### src/rtl/trim_pkg.sv
package trim_pkg;
  typedef enum logic [2:0] {
    LS_RESET   = 3'd0,
    LS_ISSUE   = 3'd1,
    LS_CAPTURE = 3'd2,
    LS_WRITE   = 3'd3,
    LS_RELEASE = 3'd4
  } load_state_e;
endpackage

### src/rtl/trim_seq.sv
module trim_seq #(
  parameter int WORD_W     = 16,
  parameter int ADDR_W     = 4,
  parameter int TRIM_W     = 8,
  parameter int MATCH_MODE = 0,
  parameter int FULL_ADDR  = 0,
  parameter int HALF_ADDR  = 1
) (
  input  logic              clk,
  input  logic              rst,
  input  logic              half_mode,
  input  logic [WORD_W-1:0] rdata,
  output logic              rd_en,
  output logic [ADDR_W-1:0] rd_addr,
  output logic              ld_wr,
  output logic [TRIM_W-1:0] ld_data,
  output logic              done
);
  import trim_pkg::*;

  localparam int HI_LSB = WORD_W - TRIM_W;
  localparam logic [ADDR_W-1:0] A_FULL = ADDR_W'(FULL_ADDR);
  localparam logic [ADDR_W-1:0] A_HALF = ADDR_W'(HALF_ADDR);

  load_state_e       state_q;
  logic [TRIM_W-1:0] cap_q;

  always_ff @(posedge clk) begin
    if (rst) begin
      state_q <= LS_RESET;
      cap_q   <= '0;
    end else begin
      case (state_q)
        LS_RESET:   state_q <= LS_ISSUE;
        LS_ISSUE:   state_q <= LS_CAPTURE;
        LS_CAPTURE: begin
          cap_q   <= TRIM_W'(rdata >> HI_LSB);
          state_q <= LS_WRITE;
        end
        LS_WRITE:   state_q <= LS_RELEASE;
        default:    state_q <= LS_RELEASE;
      endcase
    end
  end

  assign rd_en   = (state_q == LS_ISSUE);
  assign rd_addr = ((MATCH_MODE != 0) && half_mode) ? A_HALF : A_FULL;
  assign ld_wr   = (state_q == LS_WRITE);
  assign ld_data = cap_q;
  assign done    = (state_q == LS_RELEASE);

  // the read strobe lasts a single cycle
  p_single_read_r2: assert property (@(posedge clk) disable iff (rst)
    rd_en |=> !rd_en);

  generate
    if (MATCH_MODE == 0) begin : g_fixed
      // with the strap off, only the full-rate word is read
      p_fixed_addr_r3: assert property (@(posedge clk) disable iff (rst)
        rd_en |-> (rd_addr == A_FULL));
    end else begin : g_match
      // with the strap on, the address follows the mode
      p_match_addr_r4: assert property (@(posedge clk) disable iff (rst)
        rd_en |-> (rd_addr == (half_mode ? A_HALF : A_FULL)));
    end
  endgenerate
endmodule

### src/rtl/trim_reg.sv
module trim_reg #(
  parameter int TRIM_W = 8
) (
  input  logic              clk,
  input  logic              rst,
  input  logic              ld_wr,
  input  logic [TRIM_W-1:0] ld_data,
  input  logic              done,
  input  logic              sw_en,
  input  logic [TRIM_W-1:0] sw_data,
  output logic [TRIM_W-1:0] trim_q
);
  always_ff @(posedge clk) begin
    if (rst)                trim_q <= '0;
    else if (ld_wr)         trim_q <= ld_data;
    else if (done && sw_en) trim_q <= sw_data;
  end

  // software writes before release leave the register untouched
  p_ignore_early_sw_r7: assert property (@(posedge clk) disable iff (rst)
    (!done && sw_en && !ld_wr) |=> $stable(trim_q));

  // software writes after release land on the next edge
  p_sw_write_r8: assert property (@(posedge clk) disable iff (rst)
    (done && sw_en) |=> (trim_q == $past(sw_data)));
endmodule

### src/rtl/osc_trim_loader.sv
module osc_trim_loader #(
  parameter int WORD_W     = 16,
  parameter int ADDR_W     = 4,
  parameter int TRIM_W     = 8,
  parameter int MATCH_MODE = 0,
  parameter int FULL_ADDR  = 0,
  parameter int HALF_ADDR  = 1
) (
  input  logic              clk,
  input  logic              rst,
  input  logic              half_mode,
  output logic              mem_rd_en,
  output logic [ADDR_W-1:0] mem_addr,
  input  logic [WORD_W-1:0] mem_rdata,
  input  logic              sw_wr_en,
  input  logic [TRIM_W-1:0] sw_wr_data,
  output logic              core_hold,
  output logic              load_done,
  output logic [TRIM_W-1:0] trim_value
);
  logic              ld_wr;
  logic [TRIM_W-1:0] ld_data;
  logic              done;

  trim_seq #(
    .WORD_W(WORD_W), .ADDR_W(ADDR_W), .TRIM_W(TRIM_W),
    .MATCH_MODE(MATCH_MODE), .FULL_ADDR(FULL_ADDR), .HALF_ADDR(HALF_ADDR)
  ) u_seq (
    .clk(clk), .rst(rst), .half_mode(half_mode), .rdata(mem_rdata),
    .rd_en(mem_rd_en), .rd_addr(mem_addr), .ld_wr(ld_wr),
    .ld_data(ld_data), .done(done)
  );

  trim_reg #(.TRIM_W(TRIM_W)) u_reg (
    .clk(clk), .rst(rst), .ld_wr(ld_wr), .ld_data(ld_data), .done(done),
    .sw_en(sw_wr_en), .sw_data(sw_wr_data), .trim_q(trim_value)
  );

  assign load_done = done;
  assign core_hold = ~done;

  // once released, the core stays released until reset
  p_done_sticky_r6: assert property (@(posedge clk) disable iff (rst)
    load_done |=> load_done);

  // release comes exactly three cycles after the read strobe
  p_read_then_done_r2: assert property (@(posedge clk) disable iff (rst)
    $rose(load_done) |-> $past(mem_rd_en, 3));
endmodule

### config.mk
export PLATFORM = sky130hd
export DESIGN_NAME = osc_trim_loader
export DESIGN_NICKNAME = d
export VERILOG_FILES = /design/src/rtl/trim_pkg.sv /design/src/rtl/trim_seq.sv /design/src/rtl/trim_reg.sv /design/src/rtl/osc_trim_loader.sv
export SDC_FILE = /design/constraint.sdc
export NUM_CORES = 1
export LEC_CHECK = 0
export BUFFER_PORTS_ARGS = -buffer_cell sky130_fd_sc_hd__buf_2
export CORE_MARGIN = 5
export CORE_UTILIZATION = 48
export CTS_CLUSTER_SIZE = 25
export DETAILED_ROUTE_END_ITERATION = 6
export GPL_TIMING_DRIVEN = 0
export PLACE_DENSITY = 0.82
export REMOVE_ABC_BUFFERS = 1
export SLEW_MARGIN = 0
export SYNTH_ARGS = -nofsm -noshare
export SYNTH_HDL_FRONTEND = slang
export SYNTH_SLANG_ARGS = --single-unit
### constraint.sdc
create_clock -name clk -period 2 [get_ports clk]
set_input_delay 0.4 -clock clk [delete_from_list [all_inputs] [get_ports clk]]
set_output_delay 0.4 -clock clk [all_outputs]
set_load 0.005 [all_outputs]
* Word-level counts from Yosys, hierarchy flattened
Index checks and enable logic that the tools add are counted.
** Cells by class
- Eq/ne operators :: 4
- Muxes and demuxes :: 3
- Bitwise logic cells :: 1
- Reductions and logical operators :: 3
** Operator list (count)
- two-way mux 8 bit :: 2
- case mux 3 bit (3 select lines) :: 1
- equality test 3 x 2 -> 1 bit (second input constant) :: 2
- equality test 3 x 1 -> 1 bit (second input constant) :: 1
- equality test 3 bit (second input constant) :: 1
- zero test 3 bit :: 1
- nonzero test 2 bit :: 1
- logical AND 1 bit :: 1
- inverter 1 bit :: 1
** Storage, ports and cells
- Bits in registers :: 19
- Bits of input ports :: 28
- Output and inout port bits :: 15
- Logic and storage cells :: 14

* Longest topological paths before layout
Gate-level depths: netlist (run 1).
- Depth in word-level cells :: 4
- Mapped depth :: 5
- Mapped depth without buffers :: 3

* Modules after synthesis
Synthesis (run 1) repeated with hierarchy kept, for this count alone.
** Second synthesis, totals
- Cell total of the unflattened synthesis :: 97
- Area, all modules :: 1001.0 um2
** Modules (own cells, without submodules)
- trim_seq :: instances 1, cells each 52, area an instance 519.2 um2, seq. area each 220.2 um2
- trim_reg :: instances 1, cells each 44, area an instance 478.0 um2, seq. area each 160.2 um2
- osc_trim_loader :: instances 1, cells each 1, area an instance 3.8 um2, seq. area each 0.0 um2

* Worst setup path after synthesis (run 1)
OpenSTA, ideal clock, no wires.
- Kind :: reg2reg
- From :: reg u_seq.state_q[0]
- To :: reg u_seq.cap_q[0] (netlist: u_seq.ld_data[0])
- Library setup time :: 0.128 ns
- Arrival :: 0.995 ns
- Required time :: 1.872 ns
- Setup slack :: 0.877 ns
- Cell stages (with the launch flop) :: 6
- Buffers on the path :: 2
- Clock period less this slack :: 1.123 ns
- Cell sequence :: dfxtp_1 -> buf_4 -> nor3b_2 -> buf_4 -> mux2i_1 -> nor2_1
** Between the ends
- Longest elaborated chain between the ends :: 1
** RTL lines
- start: declaration :: line trim_seq.sv:25 : load_state_e state_q;
- start signal: assignment :: line trim_seq.sv:30 : state_q <= LS_RESET;
- start signal: assignment :: line trim_seq.sv:34 : LS_RESET: state_q <= LS_ISSUE;
- start signal: assignment :: line trim_seq.sv:35 : LS_ISSUE: state_q <= LS_CAPTURE;
- equality test 3 x 2 -> 1 bit :: line trim_seq.sv:33 : case (state_q)
- end signal: assignment :: line trim_seq.sv:37 : cap_q <= TRIM_W'(rdata >> HI_LSB);
- end: declaration :: line trim_seq.sv:26 : logic [TRIM_W-1:0] cap_q;
Every way passes these cells.
A chain may end at the register's enable or synchronous reset.

* Worst setup path in the final report (run 1)
- From :: reg u_seq.state_q[0]
- To :: out mem_rd_en
** Between the ends
- Longest elaborated chain between the ends :: 1
** RTL lines
- equality test 3 x 1 -> 1 bit :: line trim_seq.sv:46 : assign rd_en = (state_q == LS_ISSUE);
- end: declaration :: line osc_trim_loader.sv:12 : output logic mem_rd_en,
Every way passes these cells.

==> flow_summary_export.csv, run 1 <==
group,metric,value,unit
sta,slew_headroom,47.2,%
cts,clockBufferDepth,2,
worst_hold_path,whs_path_depth,3,
grt,grt_pass1_wl,2840,um
sta,fmax,620,MHz
worst_setup_path,reg2reg_depth,3,
final_layout,n_fill_cell,182,
route,wl_per_cell,12.3,um
sta,fin_setup_tns,0,ps
synth,synth_edf_count,0,
run_status,status,"complete, no violations",
synth,synthArstFlopShare,0,%
floorplanning,num_io_pins,43,
sta,maxSlewViolCount,0,
worst_setup_path,critPathRequiredTime,1600,ps
cts,post_cts_resize_count,0,
synth,netlist_area,906,sq um
flow_run,maxCapViolCount,0,
synth,synth.ff_latch_count,19,
cts,cts_setup_buffers,0,
grt,grt-ovfl-total,0,
synth,syn_avg_cell_area,9.64,sq um
sta,rsz0062_at_grt,"no",
route,num_vias,692,
grt,grt_usage,13.6,%
worst_setup_path,timing.critical_path.buf_inv,1,
cts,cts_tree,"built",
worst_setup_path,path_delay_family,"flip-flops",
power_and_ir_drop,powerDensity,716,nW/um^2
route,initialDrtViolationCount,6,
sta,finalHoldViolCount,0,
worst_setup_path,cpPeakStageDelay,500,ps
worst_setup_path,cp.depth,2,
worst_setup_path,arrival,1210,ps
route,drtAntennaViolNets,0,
route,drt_first_pass_iters,4,
route,vias_per_cell,4.84,
cts,path_clk_slew,110,ps
floorplanning,die_w,53.4,um
sta,post-route-period-util,80.7,%
synth,syn_inst,94,
worst_setup_path,setup.worst_path.end_class,"output port",
cts,cts.hold.buffers_added,0,
place,gp_congestion,0.751,
final_layout,fin_util,59.1,%
final_layout,final_nets,147,
synth,synth.distinct_cells,20,
synth,ys_seq_area_share,42.0,%
worst_setup_path,worstPathCellList,"nor3b_1 -> buf_2",
grt,antenna_found_initial,0,
sta,worst_pin_slew,789,ps
worst_setup_path,critPathSlowestCell,"dfxtp_1",
floorplanning,row_count,15,
cts,clock-root-buffer,"clkbuf_4",
place,io_buffers,29,
power_and_ir_drop,power.leakage,0.460,nW
sta,setup_violations,0,
synth,synthFlopType,"dfxtp_1",
floorplanning,start_util,51.3,%
route,finalWirelength,1760,um
grt,grt_pass1_vias,632,
cts,cts.sinks,19,
synth,synth_warnings,0,
worst_hold_path,hold_class,"in2reg",
grt,grt_max_degree,20,
floorplanning,die_area,2860,sq um
power_and_ir_drop,vdd_ir_drop_max,0.462,mV
cts,cts_made_buffers,3,
route,route.detailed.drc,0,
worst_setup_path,critPathMaxFanout,9,
cts,clk_latency,290,ps
worst_setup_path,start_kind,"flop",
sta,skew,1.36,ps
final_layout,diodes,0,
worst_setup_path,critical_path_class,"reg2out",
floorplanning,die-height,53.4,um
final_layout,drive_gt1_share,41.5,%
cts,htreeDepth,1,
sta,min_period,1610,ps
final_layout,area_growth,15.2,%
place,dp_hpwl,1390,um
floorplanning,core,1760,sq um
cell type report:
cell class	count	area, sq um	share of cell area [%]
clock buffer	4	26.3	2.52
inverter	1	3.75	0.360
multi-input combinational	65	457	43.8
sequential	19	380	36.5
tap	25	31.3	3.00
timing repair buffer	29	145	13.9
sequential cells by signal, summed over array words and instances (netlist names):
| name | flops |
|---|---|
| u_seq.state_q | 3 |
| u_reg.trim_q | 8 |
| u_seq.ld_data | 8 |
routing by layer:
layer  track usage (%)  part of all wire [%]
met5                 0                     0
met1              17.5                    44
met4              5.11                   1.1
met2              22.0                    51
met3              2.82                   4.2
worst reg2reg max path, delay by kind of cell (launching register included):
kind,cells,cell delay [ps]
flip-flops,1,440
multiplexers,1,270
AND/OR/NAND/NOR,2,760
stage by stage:
stage               power [mW]  hold slack [ps]  area [sq um]  setup slack, ps  std cells
global placement         0.558              474          1020              450        139
finish                   0.747              336          1040              387        143
detailed placement       0.563              490          1020              398        139
floorplan                0.510              461           841              621         85
global route             0.787              332          1040              238        143
CTS                      0.750              340          1040              383        143
where the power goes:
group / switching, mW / total, mW / internal (mW)
clock network: 0.116 / 0.193 / 0.0775
logic: 0.0614 / 0.126 / 0.0648
registers: 0.0227 / 0.427 / 0.404
total: 0.200 / 0.747 / 0.547
cells by family after synthesis:
| kind of cell | share of synthesized area (%) |
|---|---|
| compound gates | 0.552 |
| buf+inv | 8.84 |
| flops | 42.0 |
| mux | 8.84 |
| other cells | 0.414 |
| simple gates | 39.4 |
final timing paths:
check | startpoint | to | slack, ps
setup / recovery | u_seq.state_q[0]$_SDFF_PP0_ | mem_rd_en | 390
hold / removal | mem_rdata[14] | u_seq.ld_data[6]$_SDFFE_PP0P_ | 340
setup reg to reg | u_seq.state_q[1]$_SDFF_PP0_ | u_seq.ld_data[4]$_SDFFE_PP0P_ | 410
hold reg to reg | u_seq.ld_data[6]$_SDFFE_PP0P_ | u_seq.ld_data[6]$_SDFFE_PP0P_ | 510
cell usage after synthesis (3+ instances only):
library cell	count	area share, %
buf_2	3	1.7
dfxtp_1	19	42
mux2i_1	8	8.8
nor3_2	8	8.8
buf_4	7	5.8
nor2_1	28	12
nor4_2	8	11
layout by cell type (no fill, tap or decap), drive strengths merged:
master    n
nor4      8
nand4bb   1
nor3b     2
nand3b    1
inv       1
buf      29
nor3      9
nor2     28
dfxtp    19
and4bb    1
mux2i     8
and2      1
and3b     1
a21oi     1
conb      4
clkbuf    4
Power figures use the tool's default switching activity.
==> inputs of run 2 (changes only) <==
CORE_ASPECT_RATIO = 1.5   (was unset)
CORE_UTILIZATION = 40   (was 48)
PLACE_DENSITY = 0.73   (was 0.82)
clock period = 1.39 ns   (was 2 ns; I/O delays follow)
==> run 2 against run 1 <==
  * Largest power group unchanged
  * Register-to-register slack got worse by 300 ps
  * Sequential power increased by 44%
  * Global-route usage decreased by 2.0 points
  * Clock power increased by 38%
  * Design area increased by 3.8%
  * Critical path depth increased by 2
  * Largest cell class unchanged
  * Worst setup slack got worse by 310 ps
  * Clock skew increased by 3.0 ps
==> flow_summary_export.csv, run 2 (same netlist as run 1, synthesis figures left out) <==
group,metric,value,unit
cts,cts.sinks,19,
grt,grt-ovfl-total,0,
power_and_ir_drop,vdd_ir_drop_max,0.537,mV
place,pre_cts_slack,-239,ps
route,initialDrtViolationCount,9,
floorplanning,die_area,3340,sq um
power_and_ir_drop,power.leakage,0.473,nW
final_layout,multi_input_area,468,sq um
worst_setup_path,timing.critical_path.from,"u_seq.state_q[1]$_SDFF_PP0_",
route,drtAntennaViolNets,0,
cts,clk_latency,290,ps
floorplanning,core,2210,sq um
flow_run,maxCapViolCount,0,
final_layout,diodes,0,
worst_setup_path,critPathMaxFanout,8,
cts,clockBufferDepth,2,
floorplanning,row_count,21,
floorplanning,die-height,68.3,um
place,gp_congestion,0.684,
place,dp_hpwl,1360,um
floorplanning,start_util,41.0,%
place,dp_cells,137,
cts,htreeDepth,1,
sta,setup_violations,0,
worst_setup_path,setup.worst_path.end_class,"output port",
grt,antenna_found_initial,0,
cts,cts_made_buffers,3,
final_layout,final_cells,142,
power_and_ir_drop,powerDensity,999,nW/um^2
final_layout,final_nets,148,
worst_hold_path,hold_class,"in2reg",
sta,worst_slack,74.1,ps
grt,grt_pass1_vias,660,
worst_setup_path,endpoint,"core_hold",
place,io_buffers,29,
cts,cts_tree,"built",
power_and_ir_drop,power.total,1.08,mW
worst_setup_path,reg2reg_depth,3,
final_layout,area_growth,19.6,%
sta,finalHoldViolCount,0,
route,drt_first_pass_iters,5,
sta,fmax,760,MHz
worst_setup_path,critical_path_class,"reg2out",
grt,grt_usage,11.6,%
sta,maxSlewViolCount,0,
sta,min_period,1320,ps
route,vias_per_cell,4.92,
route,route.detailed.drc,0,
worst_setup_path,r2r-end,"u_reg.trim_q[4]$_SDFFE_PP0P_",
sta,rsz0062_at_grt,"yes",
worst_setup_path,arrival,1040,ps
cts,path_clk_slew,100,ps
route,wl_per_cell,13.1,um
route,finalWirelength,1860,um
floorplanning,num_io_pins,43,
cts,clock-root-buffer,"clkbuf_4",
floorplanning,die_w,48.9,um
final_layout,layout_commonest_cell,"buf_2",
grt,grt_max_degree,20,
route,num_vias,698,
final_layout,drive_gt1_share,45.4,%
final_layout,seqCellArea,392,sq um
worst_setup_path,start_kind,"flop",
sta,skew,4.41,ps
grt,grt_pass1_wl,3060,um
worst_setup_path,reg2reg_from,"u_seq.state_q[1]$_SDFF_PP0_",
worst_setup_path,critPathRequiredTime,1110,ps
worst_setup_path,r2r_slack,110,ps
final_layout,n_fill_cell,229,
final_layout,final_cell_mix,"29 x buf_2, 28 x nor2_1, 16 x dfxtp_1",
run_status,status,"complete, no violations",
sta,post-route-period-util,94.7,%
## run 2: repair_timing
action,CTS,global route
pin swaps,0,1
setup buffers,1,0
cloned,0,0
hold buffers,0,0
resized for setup,4,4
endpoints found under the setup margin,12,8
## run 2: through the flow
step	utilization, %	hold slack [ps]	area, sq um	setup TNS (ps)
floorplan	-	349	841	0
global placement	46.0	473	1010	-1680
detailed placement	46.0	483	1010	-1870
CTS	48.6	212	1070	0
global route	49.1	225	1080	-3.36
finish	49.1	223	1080	0
## run 2: layout make-up
cell class | instances | area share, %
Clock buffer | 4 | 2.42
Inverter | 1 | 0.346
Multi-Input combinational cell | 65 | 43.2
Sequential cell | 19 | 36.1
Tap cell | 23 | 2.66
Timing Repair Buffer | 30 | 15.2
## run 2: routing by layer
| metal | vias up | GRT usage [%] | part of all wire (%) |
|---|---|---|---|
| li1 | 360 | - | - |
| met1 | 319 | 13.7 | 42 |
| met2 | 17 | 18.8 | 51 |
| met3 | 2 | 3.27 | 5.1 |
| met4 | 0 | 7.07 | 1.8 |
| met5 | - | 0 | 0 |
## run 2: power breakdown
group	switching, mW	internal, mW
clock	0.155	0.111
sequential	0.0344	0.582
combinational	0.0938	0.106
total	0.284	0.799
## run 2: worst min path at each step
stage	from	to	slack (ps)	depth (start not counted)
2_1_floorplan	rst	u_reg.trim_q[0]$_SDFFE_PP0P_	350	1
3_3_place_gp	u_seq.ld_data[3]$_SDFFE_PP0P_	u_seq.ld_data[3]$_SDFFE_PP0P_	470	2
3_5_place_dp	u_seq.ld_data[0]$_SDFFE_PP0P_	u_seq.ld_data[0]$_SDFFE_PP0P_	480	2
4_1_cts	mem_rdata[15]	u_seq.ld_data[7]$_SDFFE_PP0P_	210	3
5_1_grt	mem_rdata[8]	u_seq.ld_data[0]$_SDFFE_PP0P_	230	3
6_report	mem_rdata[15]	u_seq.ld_data[7]$_SDFFE_PP0P_	220	3
## run 2: critical path: stages, from the launching register on
cell and delay, ps:
dfxtp_4 380, nor2_1 90, and2_1 130, inv_1 30
buf_2 110
==> inputs of run 3 (changes only) <==
CORE_UTILIZATION = 44   (was 40)
PLACE_DENSITY = 0.76   (was 0.73)
clock period = 1.25 ns   (was 1.39 ns; I/O delays follow)
==> run 3 against run 2 <==
  * The flow now finishes with violations (setup timing)
  * Design area is 4.0% higher
  * Sequential share of layout area shrank 1.4 points
  * Clock power is 13% higher
  * Sequential cell count unchanged
  * Core utilization increased by 7.2 points
  * Critical path depth is the same
  * Power rose by 14%
  * Cell count grew 1.4%
  * Global-route usage up 1.6 points
  * First-iteration DRC count stayed put
  * Via count up 4.0%
  * Critical path type unchanged
==> flow_summary_export.csv, run 3 (same netlist as run 1, synthesis figures left out) <==
group,metric,value,unit
final_layout,n_fill_cell,193,
worst_setup_path,critPathMaxFanout,6,
worst_setup_path,arrival,1050,ps
sta,min_period,1300,ps
final_layout,drive_gt1_share,50.8,%
final_layout,layout_commonest_cell,"buf_2",
floorplanning,die-height,65.6,um
final_layout,area_growth,24.4,%
cts,path_clk_slew,100,ps
floorplanning,row_count,20,
place,dpl_cell_area,1010,sq um
run_status,status,"finished with violations",
sta,rsz0062_at_grt,"yes",
cts,cts_tree,"built",
cts,cts.hold.buffers_added,0,
sta,finalHoldViolCount,0,
power_and_ir_drop,combPwrFrac,20.0,%
grt,grt_usage,13.2,%
sta,skew,2.48,ps
floorplanning,die_area,3080,sq um
sta,post-route-period-util,104,%
place,io_buffers,29,
grt,grt-ovfl-total,0,
place,dp_cells,136,
power_and_ir_drop,powerDensity,1090,nW/um^2
run_status,violations,"setup timing",
route,wl_per_cell,13.0,um
worst_hold_path,hold_class,"in2reg",
cts,clock-root-buffer,"clkbuf_4",
final_layout,multi_input_area,480,sq um
power_and_ir_drop,clockPowerShare,24.5,%
sta,setup_violations,5,
power_and_ir_drop,p_int,0.906,mW
grt,grt_pass1_vias,695,
power_and_ir_drop,pwr-share-seq,55.5,%
final_layout,seqCellArea,392,sq um
worst_setup_path,start_kind,"flop",
sta,hold_ws,185,ps
sta,maxSlewViolCount,0,
worst_setup_path,critical_path_class,"reg2out",
floorplanning,num_io_pins,43,
grt,grt_pass1_wl,2990,um
final_layout,fin_area,1130,sq um
grt,grt_max_degree,20,
cts,cts_made_buffers,3,
sta,fmax,768,MHz
power_and_ir_drop,p_sw_share,26.4,%
place,pre_cts_slack,-344,ps
cts,htreeDepth,1,
route,initialDrtViolationCount,9,
route,vias_per_cell,5.04,
final_layout,fin_util,56.3,%
route,num_vias,726,
cts,clockBufferDepth,2,
final_layout,final_nets,151,
route,route.detailed.drc,0,
power_and_ir_drop,p_sw,0.326,mW
route,drt_first_pass_iters,3,
route,drtAntennaViolNets,0,
power_and_ir_drop,power.leakage,0.488,nW
cts,clk_latency,290,ps
final_layout,diodes,0,
floorplanning,core,2000,sq um
place,gp_congestion,0.739,
grt,antenna_found_initial,0,
power_and_ir_drop,vdd_ir_drop_max,0.601,mV
final_layout,final_cells,144,
final_layout,final_cell_mix,"28 x buf_2, 26 x nor2_1, 16 x dfxtp_1",
route,finalWirelength,1880,um
worst_setup_path,setup.worst_path.end_class,"output port",
floorplanning,start_util,45.3,%
cts,cts.sinks,19,
worst_setup_path,critPathRequiredTime,1000,ps
place,dp_hpwl,1350,um
floorplanning,die_w,47.0,um
flow_run,maxCapViolCount,0,
sta,worst_slack,-51.8,ps
## run 3: cell count changes in the layout (fill, tap and decap cells not counted), sizes merged
cell and change:
buf +3
## run 3: path summary, 6_finish.rpt
| kind | start | to | slack, ps | cells past startpoint |
|---|---|---|---|---|
| worst min register to register | u_seq.ld_data[5]$_SDFFE_PP0P_ | u_seq.ld_data[5]$_SDFFE_PP0P_ | 500 | 2 |
| worst max register to register | u_seq.state_q[0]$_SDFF_PP0_ | u_seq.ld_data[1]$_SDFFE_PP0P_ | 0 | 5 |
| worst max-delay path | u_seq.state_q[0]$_SDFF_PP0_ | core_hold | -50 | 4 |
| worst min-delay path | mem_rdata[10] | u_seq.ld_data[2]$_SDFFE_PP0P_ | 190 | 3 |
## run 3: repair_timing
action | CTS | global route
endpoints found under the setup margin | 20 | 19
buffers inserted | 4 | 0
pin swaps | 3 | 1
gates resized for setup | 8 | 7
## run 3: worst max-delay path: stages (launching register included)
cell	delay (ps)
dfxtp_4	370
nor2_2	100
and2_4	140
inv_1	30
buf_2	110
## run 3: through the flow
step	power [mW]	TNS, ps
6_report	1.23	-84.3
3_3_place_gp	0.893	-2660
2_1_floorplan	0.816	-1030
5_1_grt	1.29	-956
3_5_place_dp	0.900	-3140
4_1_cts	1.23	-176
## run 3: power by group through the flow
stage	Combinational (mW)	Sequential [mW]	Clock, mW
after floorplan	0.125	0.692	0
after global placement	0.199	0.694	0
after detailed placement	0.205	0.695	0
after CTS	0.240	0.680	0.310
after global routing	0.274	0.690	0.321
final	0.247	0.683	0.302
## run 3: routing by layer
metal / up-vias / global-route usage [%] / wire length, um
met2: 21 / 21.9 / 1020
met3: 5 / 2.19 / 129
met5: - / 0 / 0
met4: 0 / 6.23 / 34
li1: 364 / - / -
met1: 336 / 15.8 / 695
## run 3: cell type report
cell class                      count  area share (%)
Clock buffer                        4            2.33
Inverter                            1           0.333
Multi-Input combinational cell     65            42.6
Sequential cell                    19            34.7
Tap cell                           22            2.44
Timing Repair Buffer               33            17.5
